**src/rtl/cec_bit_timing_pkg.sv**
```systemverilog
package cec_bit_timing_pkg;

  // receiver phase
  typedef enum logic [2:0] {
    ST_IDLE       = 3'd0,
    ST_START_LOW  = 3'd1,
    ST_START_HIGH = 3'd2,
    ST_BIT        = 3'd3,
    ST_NOTIFY     = 3'd4
  } rxPhase_t;

  // strobes from control to datapath
  typedef struct packed {
    logic cntClr;
    logic samp0;
    logic samp1;
    logic samp2;
    logic setStart;
    logic setLow;
    logic setLine;
    logic drive;
  } ctlStrobes_t;

  // line events from datapath to control
  typedef struct packed {
    logic fall;
    logic rise;
    logic level;
  } lineEvents_t;

endpackage

```
**src/rtl/cec_bit_timing_ctrl.sv**
```systemverilog
module cec_bit_timing_ctrl
  import cec_bit_timing_pkg::*;
#(
  parameter int CNT_W      = 8,
  parameter int SAMP_FIRST = 20,
  parameter int LOW_MAX    = 34,
  parameter int SL_MIN     = 70,
  parameter int SL_MAX     = 78,
  parameter int SP_MIN     = 86,
  parameter int SP_MAX     = 94,
  parameter int BIT_MIN    = 41,
  parameter int NOTIFY_LEN = 72,
  parameter int IDLE_LEN   = 60
) (
  input  logic             clk,
  input  logic             rstN,
  input  logic             tick,
  input  lineEvents_t      ev,
  input  logic [CNT_W-1:0] cnt,
  output ctlStrobes_t      ctl
);

  // "count moves to N" is tested as tick with count N-1
  localparam logic [CNT_W-1:0] S0_M1     = CNT_W'(SAMP_FIRST - 1);
  localparam logic [CNT_W-1:0] S1_M1     = CNT_W'(SAMP_FIRST);
  localparam logic [CNT_W-1:0] S2_M1     = CNT_W'(SAMP_FIRST + 1);
  localparam logic [CNT_W-1:0] LOW_C     = CNT_W'(LOW_MAX);
  localparam logic [CNT_W-1:0] SLMIN_C   = CNT_W'(SL_MIN);
  localparam logic [CNT_W-1:0] SLMAX_C   = CNT_W'(SL_MAX);
  localparam logic [CNT_W-1:0] SPMIN_C   = CNT_W'(SP_MIN);
  localparam logic [CNT_W-1:0] SPMAX_C   = CNT_W'(SP_MAX);
  localparam logic [CNT_W-1:0] BITMIN_C  = CNT_W'(BIT_MIN);
  localparam logic [CNT_W-1:0] NOTIFY_M1 = CNT_W'(NOTIFY_LEN - 1);
  localparam logic [CNT_W-1:0] IDLE_M1   = CNT_W'(IDLE_LEN - 1);

  rxPhase_t phase, phaseNext;

  always_ff @(posedge clk or negedge rstN) begin
    if (!rstN) phase <= ST_IDLE;
    else       phase <= phaseNext;
  end

  always_comb begin
    phaseNext  = phase;
    ctl        = '0;
    ctl.drive  = (phase == ST_NOTIFY);
    ctl.cntClr = ev.fall && (phase != ST_NOTIFY);

    case (phase)
      ST_IDLE: begin
        if (ev.fall) phaseNext = ST_START_LOW;
      end

      ST_START_LOW: begin
        if (ev.rise) begin
          if ((cnt < SLMIN_C) || (cnt > SLMAX_C)) begin
            ctl.setStart = 1'b1;
            phaseNext    = ST_IDLE;
          end else begin
            phaseNext = ST_START_HIGH;
          end
        end else if (tick && (cnt == SLMAX_C) && !ev.level) begin
          ctl.setStart = 1'b1;
          phaseNext    = ST_IDLE;
        end
      end

      ST_START_HIGH: begin
        if (ev.fall) begin
          if ((cnt < SPMIN_C) || (cnt > SPMAX_C)) begin
            ctl.setStart = 1'b1;
            phaseNext    = ST_IDLE;
          end else begin
            phaseNext = ST_BIT;
          end
        end else if (tick && (cnt == SPMAX_C)) begin
          ctl.setStart = 1'b1;
          phaseNext    = ST_IDLE;
        end
      end

      ST_BIT: begin
        if (ev.fall) begin
          if (cnt < BITMIN_C) begin
            ctl.setLine = 1'b1;
            phaseNext   = ST_NOTIFY;
          end
        end else if (tick) begin
          ctl.samp0  = (cnt == S0_M1);
          ctl.samp1  = (cnt == S1_M1);
          ctl.samp2  = (cnt == S2_M1);
          ctl.setLow = (cnt == LOW_C) && !ev.level;
          if (ev.level && (cnt >= IDLE_M1)) phaseNext = ST_IDLE;
        end
      end

      ST_NOTIFY: begin
        if (tick && (cnt == NOTIFY_M1)) phaseNext = ST_IDLE;
      end

      default: phaseNext = ST_IDLE;
    endcase
  end

endmodule

```
**config.mk**
```make
export PLATFORM = sky130hd
export DESIGN_NAME = cec_bit_timing_ctrl
export DESIGN_NICKNAME = d
export VERILOG_FILES = /design/src/rtl/cec_bit_timing_pkg.sv /design/src/rtl/cec_bit_timing_ctrl.sv
export SDC_FILE = /design/constraint.sdc
export NUM_CORES = 1
export LEC_CHECK = 0
export BUFFER_PORTS_ARGS = -buffer_cell sky130_fd_sc_hd__clkbuf_2
export CAP_MARGIN = 10
export CORE_MARGIN = 1.5
export CORE_UTILIZATION = 41
export CTS_CLUSTER_DIAMETER = 80
export DETAILED_ROUTE_END_ITERATION = 10
export GPL_TIMING_DRIVEN = 0
export PLACE_DENSITY = 0.72
export SKIP_CTS_REPAIR_TIMING = 1
export SYNTH_ARGS = -nofsm -noshare
export SYNTH_HDL_FRONTEND = slang
export SYNTH_SLANG_ARGS = --single-unit
```
**constraint.sdc**
```tcl
create_clock -name clk -period 1.49 [get_ports clk]
set_clock_uncertainty 0.05 [all_clocks]
set_input_delay 0 -clock clk [delete_from_list [all_inputs] [get_ports clk]]
set_output_delay 0 -clock clk [all_outputs]
set_load 0.05 [all_outputs]
```
==> results.ini <==
[floorplan]
core_area_um2=1170
dieArea_um2=1540
die_w_um=39.3
io_pins=22
row_count=12
die_h_um=39.3
start_util_pct=46.0

[timing]
maxSlewHeadroom_pct=81.4
hold_violations=0
clock.fmax_mhz=599
slew_violations=0
tns_ps=-803
worst_pin_slew_ps=277
setup_viol=7
rsz0062_at_grt=true
timing.final.ws_setup_ps=-179
period_share_pct=112
final.min_clock_period_ps=1670
hold_ws_ps=54.2

[outcome]
status=finished, violations left
violations=negative setup slack

[pwr]
p_comb_share_pct=56.9
peakVddDrop_v=0.000414
switching_share_pct=41.1
powerDensity_nw_per_um2=726
leakagePower_nw=0.369
pwr-share-clk_pct=24.4
internal-power_mw=0.340
net-switching-power_mw=0.237
seq_power_share_pct=18.7

[routing]
dr.max_layer_used=met3
via_per_inst=6.29
vias=705
drc=0
wl_per_cell_um=14.7
m1WireLength_um=675
drt_wl_total_mm=1.65
dr.pass1.iters=4
met3WireLength_um=142
wl_met2_um=827
drtIter0Drc=22
final_antenna_net_count=0

[clock_network]
cts_tree=built
clk_latency_ps=230
cts_sinks=3
cts.clk_slew.worst_paths_ps=40
cts_buffers=3
clock_path_buffers=2
htree_levels=1
cts_root_buf=clkbuf_4

[layout]
drive_gt1_share_pct=49.0
fill_cells=95
multiInputGateArea_um2=450
reg.largest.list=phase (3)
top_register=phase
fin_util_pct=67.8
layout_commonest_cell=clkbuf_2
largest_register_ffs=3
final_cell_mix=clkbuf_2, buf_4, inv_1, buf_6, nand2_1
synthToLayoutAreaGrowth_pct=47.3
regArea_um2=76.3
nets=113
diodes=0

[global_route]
first_global_vias=502
antenna_found_initial=0
grt_use_total_pct=20.0
grt_overflow=0
grt_pass1_wl_mm=2.17
grt_start_max_net_pins=11

[critical_path]
cp_cell_sequence=and3b_2 > nand4b_1 > nor2_2 > nor2b_4 > and3_4 > buf_8
slowest_delay_ps=390
required_ps=1440
worstPathArrival_ps=1620
path_max_fanout=4
timing_worst_setup_path_type=reg2out
start_kind=flop
cp-end-kind=output pin
worst_path_max_delay_cell=dfrtp_2
reg2reg_slack_ps=-80

[synth]
ys.flop_type=dfrtp_1
syn_inst=69
yosysSeqAreaShare_pct=13.9
syn-num-nets=83
syn_area_per_cell_um2=7.82
yosys.cell_types.count=43
async_reset_ff_share_pct=100
yosysWarnings=0
synth_edf_count=0
synthesis.area_um2=539
ys_seq_elements=3

[place]
dpl.hpwl_mm=1.13
io_buffers=19
gp_congestion=0.819

[worst_hold_path]
hold_class=in2async

[job]
maxCapViolCount=0

logic make-up (layout without fill, tap and decap cells):
logic type / after synthesis / in the layout / synth area share [%]
AO/OA/AOI/OAI: 22 / 22 / 31.8
buffers and inverters: 9 / 38 / 8.35
flip-flops: 3 / 3 / 13.9
AND/OR/NAND/NOR: 35 / 35 / 45.9
cells in the mapped netlist (all sizes together) (3+ instances only):
master  instances  area, um^2
inv             7        26.3
and3            5        37.5
nor2            5        21.3
nand2           4        15.0
a21oi           3        15.0
dfrtp           3        75.1
nor3            3        20.0
o21ai           3        15.0
metal layers:
| layer | track usage, % | up-vias |
|---|---|---|
| li1 | - | 333 |
| met1 | 28.5 | 331 |
| met2 | 33.3 | 41 |
| met3 | 3.41 | 0 |
| met4 | 0 | 0 |
| met5 | 0 | - |
critical path: cells and delay by family (launching register included):
family / cells / cell delay [ps]
DFF: 1 / 390
and+or+nand+nor: 5 / 860
buffers and inverters: 1 / 140
final timing paths:
check	to	cells after the start	startpoint
min in group clk	phase[2]	3	cnt[6]
max	ctl[2]	6	phase[2]
max in group asynchronous	phase[2]	2	rstN
max reg2reg	phase[0]	6	phase[0]
min	phase[2]	2	rstN
min reg2reg	phase[0]	3	phase[0]
layout make-up:
type | count | area share (%)
buffer | 2 | 2.36
clock buffer | 4 | 3.31
inverter | 7 | 3.31
multi-input combinational | 57 | 56.7
sequential | 3 | 9.61
tap | 14 | 2.20
timing repair buffer | 25 | 22.5
metrics by stage:
stage               power [mW]  cell area, um^2  worst slack, ps  cells
floorplan                0.303              547             6.63     69
global placement         0.367              659             -112    102
detailed placement       0.373              659             -128    102
CTS                      0.520              686             -394    106
global route             0.613              795             -256    112
finish                   0.577              795             -179    112
power groups by stage:
stage	clock (mW)	sequential, mW	combinational (mW)
after floorplan	0	0.115	0.188
after detailed placement	0	0.122	0.251
after global routing	0.154	0.108	0.351
after global placement	0	0.120	0.246
final	0.141	0.108	0.328
after CTS	0.147	0.121	0.252
Power figures use the tool's default switching activity.
